--- src/rtl/ssf_pkg.sv ---
package ssf_pkg;
  localparam int LEN_CODE_W = 4;
  localparam int SPAN_W     = 6;
  localparam int PLACE_W    = 2;

  localparam logic [PLACE_W-1:0] PLACE_BEFORE = 2'd0;
  localparam logic [PLACE_W-1:0] PLACE_ALIGN  = 2'd1;
  localparam logic [PLACE_W-1:0] PLACE_AFTER  = 2'd2;

  typedef enum logic [1:0] {SQ_IDLE, SQ_WAIT, SQ_RUN} seq_state_t;

  // Bits carried by a slot for a given length code; 0 means disabled.
  function automatic logic [SPAN_W-1:0] len_bits(input logic [LEN_CODE_W-1:0] code);
    case (code)
      4'd1:    len_bits = 6'd4;
      4'd2:    len_bits = 6'd6;
      4'd3:    len_bits = 6'd8;
      4'd4:    len_bits = 6'd10;
      4'd5:    len_bits = 6'd12;
      4'd6:    len_bits = 6'd16;
      4'd7:    len_bits = 6'd20;
      4'd8:    len_bits = 6'd24;
      4'd9:    len_bits = 6'd32;
      default: len_bits = 6'd0;
    endcase
  endfunction
endpackage

--- src/rtl/ssf_slot_plan.sv ---
module ssf_slot_plan
  import ssf_pkg::*;
#(
  parameter int NSLOT = 7
) (
  input  logic [NSLOT*LEN_CODE_W-1:0] len_codes,
  output logic [NSLOT*SPAN_W-1:0]     spans,
  output logic [NSLOT-1:0]            active
);
  logic [NSLOT-1:0] has_later;

  for (genvar k = 0; k < NSLOT; k++) begin : g_slot
    assign active[k] = len_bits(len_codes[k*LEN_CODE_W +: LEN_CODE_W]) != '0;
    if (k == NSLOT - 1) begin : g_last
      assign has_later[k] = 1'b0;
    end else begin : g_mid
      assign has_later[k] = |active[NSLOT-1:k+1];
    end
    // Enabled slot: its length; disabled slot: one filler cell only if followed.
    assign spans[k*SPAN_W +: SPAN_W] =
      active[k]    ? len_bits(len_codes[k*LEN_CODE_W +: LEN_CODE_W]) :
      has_later[k] ? SPAN_W'(1) : '0;
  end
endmodule

--- src/rtl/ssf_frame_seq.sv ---
module ssf_frame_seq
  import ssf_pkg::*;
#(
  parameter  int NSLOT   = 7,
  parameter  int DELAY_W = 12,
  localparam int SLOT_W  = $clog2(NSLOT)
) (
  input  logic                    clk,
  input  logic                    rst_n,
  input  logic                    strobe,
  input  logic [DELAY_W-1:0]      delay_in,
  input  logic [NSLOT*SPAN_W-1:0] spans,
  output logic                    load,
  output logic                    busy,
  output logic                    cell_valid,
  output logic [SLOT_W-1:0]       slot_idx,
  output logic [SPAN_W-1:0]       bit_pos
);
  seq_state_t          state_q;
  logic [DELAY_W-1:0]  dly_q;
  logic [SLOT_W-1:0]   slot_q;
  logic [SPAN_W-1:0]   bit_q;
  logic [SPAN_W-1:0]   cur_span;
  logic                first_ok, next_ok, slot_end;
  logic [SLOT_W-1:0]   first_idx, next_idx;

  always_comb begin
    first_ok  = 1'b0;
    first_idx = '0;
    next_ok   = 1'b0;
    next_idx  = '0;
    cur_span  = '0;
    for (int j = NSLOT - 1; j >= 0; j--) begin
      if (spans[j*SPAN_W +: SPAN_W] != '0) begin
        first_ok  = 1'b1;
        first_idx = SLOT_W'(j);
        if (SLOT_W'(j) > slot_q) begin
          next_ok  = 1'b1;
          next_idx = SLOT_W'(j);
        end
      end
      if (slot_q == SLOT_W'(j)) cur_span = spans[j*SPAN_W +: SPAN_W];
    end
  end

  assign slot_end   = (bit_q == cur_span - SPAN_W'(1));
  assign load       = (state_q == SQ_IDLE) && strobe;
  assign busy       = (state_q != SQ_IDLE);
  assign cell_valid = (state_q == SQ_RUN);
  assign slot_idx   = slot_q;
  assign bit_pos    = bit_q;

  always_ff @(posedge clk or negedge rst_n) begin
    if (!rst_n) begin
      state_q <= SQ_IDLE;
      dly_q   <= '0;
      slot_q  <= '0;
      bit_q   <= '0;
    end else begin
      case (state_q)
        SQ_IDLE: if (strobe) begin
          state_q <= SQ_WAIT;
          dly_q   <= delay_in;
        end
        SQ_WAIT: if (dly_q != '0) begin
          dly_q <= dly_q - DELAY_W'(1);
        end else if (first_ok) begin
          state_q <= SQ_RUN;
          slot_q  <= first_idx;
          bit_q   <= '0;
        end else begin
          state_q <= SQ_IDLE;
        end
        SQ_RUN: if (!slot_end) begin
          bit_q <= bit_q + SPAN_W'(1);
        end else if (next_ok) begin
          slot_q <= next_idx;
          bit_q  <= '0;
        end else begin
          state_q <= SQ_IDLE;
        end
        default: state_q <= SQ_IDLE;
      endcase
    end
  end

  p_delay_countdown_r8: assert property (@(posedge clk) disable iff (!rst_n)
    (state_q == SQ_WAIT && dly_q != '0) |=> (dly_q == $past(dly_q) - DELAY_W'(1)));

  p_bit_in_span_r4: assert property (@(posedge clk) disable iff (!rst_n)
    (state_q == SQ_RUN) |-> (bit_q < cur_span));

  p_slot_order_r2: assert property (@(posedge clk) disable iff (!rst_n)
    (state_q == SQ_RUN && $past(state_q) == SQ_RUN) |-> (slot_q >= $past(slot_q)));
endmodule

--- src/rtl/ssf_cell_mux.sv ---
module ssf_cell_mux
  import ssf_pkg::*;
#(
  parameter  int NSLOT  = 7,
  parameter  int NSRC   = 7,
  parameter  int WORD_W = 24,
  localparam int SLOT_W = $clog2(NSLOT),
  localparam int SEL_W  = $clog2(NSRC + 1)
) (
  input  logic [NSRC*WORD_W-1:0]      words,
  input  logic [NSLOT*SEL_W-1:0]      sel_codes,
  input  logic [NSLOT*LEN_CODE_W-1:0] len_codes,
  input  logic [NSLOT-1:0]            sync_en,
  input  logic [PLACE_W-1:0]          place,
  input  logic                        cell_valid,
  input  logic [SLOT_W-1:0]           slot_idx,
  input  logic [SPAN_W-1:0]           bit_pos,
  output logic                        c_bit,
  output logic                        sy_before,
  output logic                        sy_align,
  output logic                        sy_after
);
  logic [SEL_W-1:0]      cur_sel;
  logic [LEN_CODE_W-1:0] cur_len;
  logic                  cur_sync;
  logic [WORD_W-1:0]     cur_word, shifted;
  logic [SPAN_W-1:0]     nbits;
  logic                  live, is_first, is_last;

  always_comb begin
    cur_sel  = '0;
    cur_len  = '0;
    cur_sync = 1'b0;
    for (int k = 0; k < NSLOT; k++) begin
      if (slot_idx == SLOT_W'(k)) begin
        cur_sel  = sel_codes[k*SEL_W +: SEL_W];
        cur_len  = len_codes[k*LEN_CODE_W +: LEN_CODE_W];
        cur_sync = sync_en[k];
      end
    end
    cur_word = '0;
    for (int s = 0; s < NSRC; s++) begin
      if (cur_sel == SEL_W'(s)) cur_word = words[s*WORD_W +: WORD_W];
    end
  end

  assign nbits    = len_bits(cur_len);
  assign live     = cell_valid && (nbits != '0);
  // Shifting past the word width yields zero, which also pads 32-bit slots.
  assign shifted  = cur_word << bit_pos;
  assign c_bit    = live && shifted[WORD_W-1];
  assign is_first = live && (bit_pos == '0);
  assign is_last  = live && (bit_pos == nbits - SPAN_W'(1));

  assign sy_before = is_first && cur_sync && (place == PLACE_BEFORE);
  assign sy_align  = is_first && cur_sync && (place == PLACE_ALIGN);
  assign sy_after  = is_last  && cur_sync && (place == PLACE_AFTER);
endmodule

--- src/rtl/ssf_sync_shaper.sv ---
module ssf_sync_shaper (
  input  logic clk,
  input  logic rst_n,
  input  logic c_valid,
  input  logic c_bit,
  input  logic sy_before,
  input  logic sy_align,
  input  logic sy_after,
  input  logic invert,
  output logic sdata,
  output logic sync
);
  logic r_bit, r_align, r_after, t_after;
  logic o_bit, o_act;
  logic sync_act;

  // One lead stage lets the "before" marker precede its data bit.
  always_ff @(posedge clk or negedge rst_n) begin
    if (!rst_n) begin
      r_bit   <= 1'b0;
      r_align <= 1'b0;
      r_after <= 1'b0;
      t_after <= 1'b0;
      o_bit   <= 1'b0;
      o_act   <= 1'b0;
    end else begin
      r_bit   <= c_bit;
      r_align <= sy_align;
      r_after <= sy_after;
      t_after <= r_after;
      o_bit   <= r_bit;
      o_act   <= sy_before | r_align | t_after;
    end
  end

  assign sync_act = o_act;
  assign sdata    = o_bit;
  assign sync     = sync_act ^ invert;

  p_quiet_data_r11: assert property (@(posedge clk) disable iff (!rst_n)
    !$past(c_valid, 2) |-> !sdata);

  p_sync_near_cell_r9: assert property (@(posedge clk) disable iff (!rst_n)
    sync_act |-> ($past(c_valid) || $past(c_valid, 2) || $past(c_valid, 3)));
endmodule

--- src/rtl/slot_serializer.sv ---
module slot_serializer
  import ssf_pkg::*;
#(
  parameter  int NSLOT   = 7,
  parameter  int NSRC    = 7,
  parameter  int WORD_W  = 24,
  parameter  int DELAY_W = 12,
  localparam int SLOT_W  = $clog2(NSLOT),
  localparam int SEL_W   = $clog2(NSRC + 1)
) (
  input  logic                        clk,
  input  logic                        rst_n,
  input  logic                        strobe,
  input  logic [NSRC*WORD_W-1:0]      src_words,
  input  logic [NSLOT*SEL_W-1:0]      slot_content,
  input  logic [NSLOT*LEN_CODE_W-1:0] slot_length,
  input  logic [NSLOT-1:0]            slot_sync_en,
  input  logic [PLACE_W-1:0]          sync_place,
  input  logic                        sync_invert,
  input  logic [DELAY_W-1:0]          start_delay,
  output logic                        sdata,
  output logic                        sync
);
  logic [NSRC*WORD_W-1:0]      lat_words;
  logic [NSLOT*SEL_W-1:0]      lat_sel;
  logic [NSLOT*LEN_CODE_W-1:0] lat_len;
  logic [NSLOT-1:0]            lat_syen;
  logic [PLACE_W-1:0]          lat_place;
  logic                        lat_inv;

  logic                    load, busy, cell_valid;
  logic [SLOT_W-1:0]       slot_idx;
  logic [SPAN_W-1:0]       bit_pos;
  logic [NSLOT*SPAN_W-1:0] spans;
  logic [NSLOT-1:0]        active;
  logic                    c_bit, sy_before, sy_align, sy_after;

  always_ff @(posedge clk or negedge rst_n) begin
    if (!rst_n) begin
      lat_words <= '0;
      lat_sel   <= '0;
      lat_len   <= '0;
      lat_syen  <= '0;
      lat_place <= '0;
      lat_inv   <= 1'b0;
    end else if (load) begin
      lat_words <= src_words;
      lat_sel   <= slot_content;
      lat_len   <= slot_length;
      lat_syen  <= slot_sync_en;
      lat_place <= sync_place;
      lat_inv   <= sync_invert;
    end
  end

  ssf_slot_plan #(.NSLOT(NSLOT)) u_plan (
    .len_codes (lat_len),
    .spans     (spans),
    .active    (active)
  );

  ssf_frame_seq #(.NSLOT(NSLOT), .DELAY_W(DELAY_W)) u_seq (
    .clk        (clk),
    .rst_n      (rst_n),
    .strobe     (strobe),
    .delay_in   (start_delay),
    .spans      (spans),
    .load       (load),
    .busy       (busy),
    .cell_valid (cell_valid),
    .slot_idx   (slot_idx),
    .bit_pos    (bit_pos)
  );

  ssf_cell_mux #(.NSLOT(NSLOT), .NSRC(NSRC), .WORD_W(WORD_W)) u_mux (
    .words      (lat_words),
    .sel_codes  (lat_sel),
    .len_codes  (lat_len),
    .sync_en    (lat_syen & active),
    .place      (lat_place),
    .cell_valid (cell_valid),
    .slot_idx   (slot_idx),
    .bit_pos    (bit_pos),
    .c_bit      (c_bit),
    .sy_before  (sy_before),
    .sy_align   (sy_align),
    .sy_after   (sy_after)
  );

  ssf_sync_shaper u_shape (
    .clk       (clk),
    .rst_n     (rst_n),
    .c_valid   (cell_valid),
    .c_bit     (c_bit),
    .sy_before (sy_before),
    .sy_align  (sy_align),
    .sy_after  (sy_after),
    .invert    (lat_inv),
    .sdata     (sdata),
    .sync      (sync)
  );

  p_capture_hold_r13: assert property (@(posedge clk) disable iff (!rst_n)
    (busy && $past(busy)) |-> ($stable(lat_words) && $stable(lat_sel) &&
                               $stable(lat_len) && $stable(lat_syen)));
endmodule

--- config.mk ---
export PLATFORM = sky130hd
export DESIGN_NAME = slot_serializer
export DESIGN_NICKNAME = d
export VERILOG_FILES = /design/src/rtl/ssf_pkg.sv /design/src/rtl/ssf_slot_plan.sv /design/src/rtl/ssf_frame_seq.sv /design/src/rtl/ssf_cell_mux.sv /design/src/rtl/ssf_sync_shaper.sv /design/src/rtl/slot_serializer.sv
export SDC_FILE = /design/constraint.sdc
export NUM_CORES = 1
export LEC_CHECK = 0
export ABC_AREA = 1
export BUFFER_PORTS_ARGS = -buffer_cell sky130_fd_sc_hd__buf_2
export CAP_MARGIN = 0
export CORE_UTILIZATION = 32
export DETAILED_ROUTE_END_ITERATION = 8
export GPL_ROUTABILITY_DRIVEN = 0
export GPL_TIMING_DRIVEN = 0
export PLACE_DENSITY = 0.53
export REMOVE_ABC_BUFFERS = 1
export SYNTH_ARGS = -nofsm -noshare
export SYNTH_HDL_FRONTEND = slang
export SYNTH_SLANG_ARGS = --single-unit
--- constraint.sdc ---
create_clock -name clk -period 3.8 [get_ports clk]
set_clock_uncertainty 0.15 [all_clocks]
set_input_delay 0.76 -clock clk [delete_from_list [all_inputs] [get_ports clk]]
set_output_delay 0.76 -clock clk [all_outputs]
set_load 0.02 [all_outputs]
Word-level counts from Yosys, hierarchy flattened
Memory sizes are Yosys's and may differ from the RTL's.
Cells that the tools add are included.
- $add $sub $neg: 4
- order comparisons: 7
- equal/unequal tests: 26
- shift-type cells: 1
- multiplexer cells: 109
- bitwise operators: 4
- reduce and logical (&&, ||, !) cells: 42
- operators with widths (operator ; number):
    two-way mux 24 bit ; 7
    two-way mux 6 bit ; 18
    two-way mux 3 bit ; 32
    nonzero test 6 bit ; 15
    two-way mux 1 bit ; 34
    two-way mux 4 bit ; 7
    two-way mux 12 bit ; 2
    one-hot mux 12 bit (2 select lines) ; 1
    << shifter 24 x 6 -> 24 bit ; 1
    == test 3 bit, second input constant ; 6
    == test 3 x 2 -> 1 bit, second input constant ; 4
    == test 6 bit ; 2
    one-hot mux 6 bit (2 select lines) ; 1
    nonzero test 12 bit ; 1
    subtractor 12 x 1 -> 12 bit, second input constant ; 1
    subtractor 6 x 1 -> 6 bit, second input constant ; 2
    logical AND 1 bit ; 10
    two-way mux 2 bit ; 5
    != test 2 bit, second input constant ; 5
    > comparator 3 bit, first input constant ; 3
    AND reduction 4 bit ; 2
    AND 7 bit ; 1
    adder 6 x 1 -> 6 bit, second input constant ; 1
    == test 3 x 1 -> 1 bit, second input constant ; 2
    21 further kinds ; 30
- flip-flop bits (word level): 256
- ROM bits: 1200
- input bits: 242
- output and inout bits: 2
- logic and storage cells: 224
- memories: 15
- memory list (memory ; words ; bits a word ; read ports ; clocked after memory_dff ; write ports ; line ; source):
    (name not given) ; 16 ; 5 ; 1 ; 0 ; 0 ; ssf_pkg.sv:14 ; case (code)
    (name not given) ; 16 ; 5 ; 1 ; 0 ; 0 ; ssf_pkg.sv:14 ;
    (name not given) ; 16 ; 5 ; 1 ; 0 ; 0 ; ssf_pkg.sv:14 ;
    (name not given) ; 16 ; 5 ; 1 ; 0 ; 0 ; ssf_pkg.sv:14 ;
    (name not given) ; 16 ; 5 ; 1 ; 0 ; 0 ; ssf_pkg.sv:14 ;
    (name not given) ; 16 ; 5 ; 1 ; 0 ; 0 ; ssf_pkg.sv:14 ;
    +9 memories ; n/a ; n/a ; n/a ; n/a ; n/a ; n/a ;

Longest topological paths before layout
Gate-level depths: netlist of the first run.
An unclocked memory read counts as a cell.
- depth in word-level cells: 20
- gate-level depth with buffers: 29
- mapped depth without buffers: 29

Modules after synthesis
Synthesis of the first run repeated with hierarchy kept, for this count alone.
- cell total of the unflattened synthesis: 2149
- area, all modules: 15100.7 sq um
- by module, submodules not included (module ; instances ; cells each ; area each (sq um) ; sequential area each (sq um)):
    slot_serializer ; 1 ; 973 ; 8572.0 ; 5680.4
    ssf_cell_mux ; 1 ; 553 ; 2777.7 ; 0.0
    ssf_frame_seq ; 1 ; 378 ; 2265.9 ; 575.6
    ssf_slot_plan ; 1 ; 231 ; 1305.0 ; 0.0
    ssf_sync_shaper ; 1 ; 14 ; 180.2 ; 150.1

Worst setup path before layout of the first run
Ideal clock, no wire load.
- path type: flip-flop to flip-flop
- from: reg u_seq.slot_q[2], in the netlist u_seq.slot_idx[2]
- to: reg u_shape.r_after
- library setup time: 71 ps
- data arrival time: 3164 ps
- data required time: 3579 ps
- path slack: 414 ps
- stages on the path, launching flop included: 18
- path buffers: 0
- clock period less this slack: 3386 ps
- path through: dfrtp_1 > inv_2 > nand2_2 > nor2_2 > inv_2 > o221ai_1 > o21ai_0 > o22ai_1 > inv_1 > ha_1 > nand2_1 > nand3_1 > ha_1 > xnor2_1 > or4_1 > nor3_1 > nand3b_1 > nor2_1
- longest elaborated chain between the ends: 14
- elaborated cells between the ends (all ways): 29
- those cells by class: add/sub: 1; eq/ne: 7; mux: 14; reduce/logical: 6; memory: 1
- RTL lines (what ; line ; source):
    start, declared ; ssf_frame_seq.sv:21 ; logic [SLOT_W-1:0] slot_q;
    start signal, assigned ; ssf_frame_seq.sv:69 ; slot_q <= first_idx;
    start signal, assigned ; ssf_frame_seq.sv:77 ; slot_q <= next_idx;
    logical NOT 3 bit ; ssf_cell_mux.sv:35 ; if (slot_idx == SLOT_W'(k)) begin
    two-way mux 4 bit (7 in series) ; ssf_cell_mux.sv:35 ;
    memory (16 x 5 bit) ; n/a ;
    subtractor 6 x 1 -> 6 bit / nonzero test 6 bit (equally long branches) ; ssf_cell_mux.sv:53, ssf_cell_mux.sv:48 ;
    == test 6 bit / logical AND 1 bit (equally long branches) ; ssf_cell_mux.sv:53, ssf_cell_mux.sv:48 ;
    logical AND 1 bit ; ssf_cell_mux.sv:53 ; assign is_last = live && (bit_pos == nbits - SPAN_W'(1));
    logical AND 1 bit (*) (2 in series) ; ssf_cell_mux.sv:57 ; assign sy_after = is_last && cur_sync && (place == PLACE_AFTER);
    net sy_after ; slot_serializer.sv:36 ; logic c_bit, sy_before, sy_align, sy_after;
    end signal, assigned ; ssf_sync_shaper.sv:29 ; r_after <= sy_after;
    end, declared ; ssf_sync_shaper.sv:13 ; logic r_bit, r_align, r_after, t_after;
Mark *: on every way through the listed nets, which the timed path passes. The rest lies on a longest branch.
A chain may end at the register's enable or synchronous reset.

Worst setup path after layout of the first run
Same ends and word-level chain as after synthesis.

==> reports/metrics.yaml, run 1 <==
hold_path:
  hp-class: "input pin to asynchronous set/reset pin"
sta:
  setup_violations: 0
  tns_ns: 0
  slew_headroom: 0.334
  max_freq_mhz: 276
  period_share: 0.955
  tightest_slew_ns: 1.00
  period_needed_ns: 3.63
  slew_violations: 0
  hold_violations: 0
drt:
  vias: 11769
  wl_per_cell_um: 17.0
  routed_via_density: 4.79
  drt_wl_total_um: 41700
  first_pass_iters: 6
  drt_iter0_markers: 773
  ant_nets: 0
  drc: 0
final_layout:
  final_nets: 2129
  layout-drive-gt1-share: 0.320
  areaGrowthSynthToFinish_pct: 23.3
  fillCellCount: 4411
clock_tree:
  clk_pin_slew_ns: 0.06
  clock_tree.buffer_depth: 3
  numCtsBuffers: 31
  cts_tree: "done"
  cts-hold-fix-buffers: 0
  cts_root_buf: "clkbuf_16"
  h-tree-depth: 1
  clock_sinks: 256
  clkLatencyLatePin_ns: 0.57
synthesis:
  yosysSeqAreaShare: 0.454
  netlist_instances: 1597
  ys_top_cells_by_area: "dfrtp_1 (45%), mux2_2 (14%), nand2_1 (8.1%)"
  synth_warnings: 0
  synth-edff-count: 0
  synthFlopType: "dfrtp_1"
  synth_most_common_cell: "nand2_1"
  async_flop_share: 1.00
  ys_types: 53
  syn_area_um2: 14100
  yosysTopAreaCellShare: 0.454
  synth_seq_cells: 256
  synthTopCellsByCount: "nand2_1 (304), dfrtp_1 (256), mux2_2 (173)"
  synth.largest_area_cell: "dfrtp_1"
  synth_area_per_cell_um2: 8.84
pwr:
  powerDensity_nw_per_um2: 901
  ir_drop_mv: 0.389
  p_sw_uw: 6640
  p_leak_uw: 0.00841
  seqPwrFrac: 0.311
  total_power_uw: 15700
  p_int_uw: 9040
  power_frac_clock: 0.198
  swShare: 0.424
  combPwrFrac: 0.492
outcome:
  status: "finished, final reports clean"
global_routing:
  first_global_vias: 11499
  grt_pass1_wl_um: 64600
  grt_overflow: 0
  grt_max_degree: 94
  grt_use_total: 0.185
  antenna_found_initial: 6
setup_path:
  cp.arrival_ns: 3.98
  reg2regPathDepth: 17
  worstPathMaxFanout: 6
  cp_cell_sequence: "inv_2, nand2_2, nor2_4, inv_2, o221ai_2, o21ai_1, o22ai_2, inv_1, ha_1, nand2_1, nand3_1, ha_1, xnor2_1, or4_1, nor3_1, nand3b_1, nor2_1"
  end_kind: "flip-flop"
  cp_top_family: "simple AND/OR/NAND/NOR gates"
  reg2reg_slack_ns: 0.17
  crit_slowest_cell: "dfrtp_2"
  timing.rr.start: "u_seq.slot_idx[2]"
  critical_path_class: "flip-flop to flip-flop"
  crit_buf_inv: 3
  cp-start-kind: "flip-flop"
  worstPathRequired_ns: 4.15
  r2r-end: "u_shape.r_after"
  slowest_delay_ns: 0.47
floorplan:
  initial_core_util: 0.326
  die_h_um: 212
  die_width_um: 212
  dieArea_um2: 45000
  num_rows: 76
  io-pin-count: 244
  core_area_um2: 43300
flow_run:
  maxCapViolCount: 0
placed_design:
  dp_hpwl_um: 29800
  io_buffers: 243
registers in the layout, indices dropped and copies added (netlist names), 2 cells and up:
| signal | flops |
|---|---|
| lat_words | 168 |
| lat_len | 28 |
| lat_sel | 21 |
| u_seq.dly_q | 12 |
| lat_syen | 7 |
| u_seq.bit_pos | 6 |
| u_seq.slot_idx | 3 |
| lat_place | 2 |
| u_seq.state_q | 2 |
power by group through the flow:
stage / Combinational, µW / Clock (µW) / Sequential, µW
CTS: 7390 / 3200 / 4870
floorplan: 5660 / 0 / 4640
finish: 7710 / 3100 / 4870
detailed placement: 7250 / 0 / 4920
global route: 8650 / 3300 / 5040
global placement: 6840 / 0 / 4740
worst register-to-register path: stages, from the launching register on:
cell and delay (ns):
dfrtp_2 0.47, inv_2 0.15, nand2_2 0.13, nor2_4 0.15, inv_2 0.07, o221ai_2 0.21, o21ai_1 0.13, o22ai_2 0.23
inv_1 0.10, ha_1 0.30, nand2_1 0.07, nand3_1 0.14, ha_1 0.33, xnor2_1 0.12, or4_1 0.42, nor3_1 0.20
nand3b_1 0.09, nor2_1 0.11
placed cells by master, fill, tap and decap left out, types with 12 or more instances in the layout:
cell / netlist / routed
a21oi_1: 76 / 76
nand4_1: 31 / 31
buf_4: 6 / 21
nand2_1: 304 / 294
mux2_2: 173 / 173
o21ai_0: 45 / 42
nand3_1: 146 / 143
buf_2: 9 / 242
inv_2: 21 / 29
ha_1: 41 / 39
inv_1: 137 / 128
nand2_2: 5 / 12
clkbuf_16: 0 / 31
nor2_1: 171 / 168
xor2_1: 12 / 12
dfrtp_1: 256 / 252
layout make-up:
class	count	area, µm²	area share
multi-input cells	1123	7000	0.402
repair buffers	273	1570	0.0901
inverters	161	612	0.0351
well taps	585	732	0.0420
flip-flops and latches	256	6410	0.368
clock inverters	10	133	0.00762
clock buffers	47	946	0.0543
diodes	3	7.51	0.000431
metal layers:
layer,track usage,routed length (µm),share of wire
met4,0.0462,1060,0.026
met2,0.305,19600,0.47
met3,0.0261,1860,0.045
met5,0,29,0.00070
met1,0.254,19100,0.46
repair_timing:
item | in CTS | in global routing
pin swaps | 2 | 25
buffers inserted | 4 | 20
resized for setup | 9 | 46
cloned | 1 | 0
setup endpoints to repair | 4 | 13
through the flow:
step,utilization,std cells,worst slack (ns),area [µm²],hold WS (ns)
after floorplan,-,1539,-3.23,13900,0.181
after global routing,0.402,2458,-0.0437,17400,0.0610
after global placement,0.365,2367,-6.29,15800,0.183
final,0.402,2458,0.171,17400,0.0186
after CTS,0.396,2435,0.0410,17100,0.0411
after detailed placement,0.369,2373,-0.848,16000,0.187
worst max-delay path by stage:
| stage | start | depth (start not counted) | endpoint | slack (ns) |
|---|---|---|---|---|
| 6_report | u_seq.slot_idx[2] | 17 | u_shape.r_after | 0.17 |
| 5_1_grt | lat_len[17] | 26 | u_seq.bit_pos[4] | -0.04 |
| 4_1_cts | u_seq.slot_idx[1] | 16 | u_shape.r_after | 0.04 |
| 3_5_place_dp | u_seq.slot_idx[0] | 18 | u_shape.r_bit | -0.85 |
| 3_3_place_gp | strobe | 4 | lat_len[25] | -6.29 |
| 2_1_floorplan | strobe | 2 | lat_inv | -3.23 |
cells by family (layout without fill, tap and decap cells):
kind of cell             count (synthesis)  in the layout  synth area share
buffers and inverters                  219            491            0.0618
flip-flops                             256            256             0.454
XOR/XNOR                                15             15           0.00931
multiplexers                           173            173             0.138
adder cells (fa/ha/maj)                 41             41            0.0363
other                                    0              3                 0
AND/OR/NAND/NOR                        721            722             0.232
AO/OA/AOI/OAI                          172            172            0.0691
Power figures use the tool's default switching activity.
==> inputs of run 2 (changes only) <==
--- a/config.mk
+++ b/config.mk
@@ -12,7 +12,7 @@
 export DETAILED_ROUTE_END_ITERATION = 8
 export GPL_ROUTABILITY_DRIVEN = 0
 export GPL_TIMING_DRIVEN = 0
-export PLACE_DENSITY = 0.53
+export PLACE_DENSITY = 0.55
 export REMOVE_ABC_BUFFERS = 1
 export SYNTH_ARGS = -nofsm -noshare
 export SYNTH_HDL_FRONTEND = slang
==> constraint.sdc (replaced) <==
create_clock -name clk -period 3.3 [get_ports clk]
set_clock_uncertainty 0.15 [all_clocks]
set_input_delay 0.66 -clock clk [delete_from_list [all_inputs] [get_ports clk]]
set_output_delay 0.66 -clock clk [all_outputs]
set_load 0.02 [all_outputs]
==> reports/metrics.yaml, run 2 (synthesis gave the netlist of run 1 again) <==
outcome:
  status: "finished with violations"
  violations: "negative setup slack"
setup_path:
  cp-start-kind: "flip-flop"
  end_kind: "flip-flop"
  worstPathMaxFanout: 7
  cp_cell_sequence: "buf_6, ha_4, nor2_4, nor2_2, nand2_1, nand2_1, nand3b_1, nor2_4, nand3_2, buf_4, buf_4, buf_4, buf_4, buf_4, nand2_1, nand2_1, nor3b_2, inv_1, nor2_1, nor2_1, inv_2, nand2_4, nand2_1, nand2_1"
  cp.arrival_ns: 3.75
  worstPathRequired_ns: 3.58
  crit_slowest_cell: "dfrtp_1"
  crit_top_cell: "nand2_1"
  critical_path_class: "flip-flop to flip-flop"
  slowest_delay_ns: 0.40
drt:
  drt_iter0_markers: 741
  routed_via_density: 4.84
  drc: 0
  wl_per_cell_um: 17.0
  drt_wl_total_um: 43500
  ant_nets: 0
  vias: 12356
  first_pass_iters: 7
floorplan:
  die_width_um: 212
  io-pin-count: 244
  initial_core_util: 0.326
  num_rows: 76
  core_area_um2: 43300
  die_h_um: 212
  dieArea_um2: 45000
global_routing:
  first_global_vias: 12417
  antenna_found_initial: 9
  grt_pass1_wl_um: 67600
  grt_overflow: 0
  grt_max_degree: 91
  grt_use_total: 0.194
pwr:
  p_sw_uw: 8200
  seqPwrFrac: 0.285
  powerDensity_nw_per_um2: 1060
  power_frac_clock: 0.193
  p_int_uw: 11400
  combPwrFrac: 0.522
  swShare: 0.418
  p_leak_uw: 0.00894
  ir_drop_mv: 0.553
final_layout:
  top_regs: "lat_words (168), lat_len (28), lat_sel (21)"
  final_nets: 2218
  layout-drive-gt1-share: 0.371
  multiInputGateArea_um2: 7310
  final-seq-area_um2: 6410
  final_cell_mix: "nand2_1 (286), dfrtp_1 (253), buf_2 (242)"
  largest_reg_flops: 168
  final_common_cell: "nand2_1"
  largest_register: "lat_words"
  areaGrowthSynthToFinish_pct: 31.4
  finish.utilization: 0.429
  fillCellCount: 4208
clock_tree:
  clk_pin_slew_ns: 0.06
  h-tree-depth: 2
  cts_tree: "done"
  clock_tree.buffer_depth: 3
  clkLatencyLatePin_ns: 0.55
  numCtsBuffers: 34
  cts_root_buf: "clkbuf_16"
  clock_sinks: 256
sta:
  setup_violations: 12
  tightest_slew_ns: 0.920
  hold_violations: 0
  slew_headroom: 0.387
  period_needed_ns: 3.47
  tns_ns: -1.77
  period_share: 1.05
  slew_violations: 0
  max_freq_mhz: 288
  rsz0062_at_grt: "true"
  worst_slack_ns: -0.174
hold_path:
  hp-class: "input pin to flip-flop"
placed_design:
  io_buffers: 243
  dp_hpwl_um: 29400
flow_run:
  maxCapViolCount: 0
-- run 2: changes by cell type in the layout (fill, tap and decap cells not counted), sizes merged --
| cell | change |
|---|---|
| dlymetal6s2s | +1 |
| diode | +4 |
| inv | -1 |
| bufinv | -1 |
| clkinvlp | -1 |
| clkbuf | +7 |
| dlygate4sd3 | +1 |
| buf | +84 |
-- run 2: critical path: cells and delay by family (launching register included) --
family	cells	cell delay (ns)
AND/OR/NAND/NOR	15	1.61
buffers and inverters	8	1.03
adder cells (fa/ha/maj)	1	0.16
flip-flops	1	0.40
-- run 2: power by group through the flow --
| stage | clock network [µW] | registers, µW | logic (µW) |
|---|---|---|---|
| floorplan | 0 | 5340 | 6370 |
| global placement | 0 | 5210 | 7260 |
| detailed placement | 0 | 5650 | 8340 |
| CTS | 3900 | 5590 | 9710 |
| global route | 4010 | 5790 | 11400 |
| finish | 3780 | 5600 | 10200 |
-- run 2: final cells by class --
cell class | count | area share
timing repair buffer | 359 | 0.123
multi-input combinational | 1123 | 0.394
antenna | 7 | 0.000944
tap | 585 | 0.0395
clock inverter | 7 | 0.00614
inverter | 161 | 0.0353
sequential | 256 | 0.346
clock buffer | 54 | 0.0554
-- run 2: layer usage --
metal | wire [µm] | GRT usage
met1 | 19300 | 0.257
met2 | 20600 | 0.318
met3 | 2290 | 0.0374
met4 | 1270 | 0.0645
met5 | 41 | 0
-- run 2: worst paths after layout --
check	startpoint	endpoint	slack (ns)	cells past startpoint
hold reg to reg	u_shape.r_bit	u_shape.sdata	0.20	0
max in group asynchronous	rst_n	lat_words[1]	1.18	4
min in group asynchronous	rst_n	lat_sel[8]	0.53	2
setup / recovery	lat_len[17]	u_seq.bit_pos[2]	-0.17	24
setup reg to reg	lat_len[17]	u_seq.bit_pos[2]	-0.17	24
hold / removal	src_words[36]	lat_words[36]	0.19	2
-- run 2: per-stage QoR --
step                total power (µW)  setup slack [ns]  area [µm²]  instances  hold WS (ns)
detailed placement             14000             -1.29       16000       2372         0.190
global placement               12500             -6.71       15800       2367         0.184
CTS                            19200           -0.0554       18100       2521         0.159
global route                   21200            -0.518       18500       2551         0.168
floorplan                      11700             -3.71       13900       1539         0.181
finish                         19600            -0.174       18500       2552         0.189
-- run 2: what timing repair did --
item | in CTS | in global routing
hold buffers | 1 | 0
resized for setup | 86 | 54
cloned | 1 | 0
hold endpoints to repair | 23 | 0
setup endpoints to repair | 15 | 25
buffers inserted | 86 | 24
pin swaps | 49 | 45
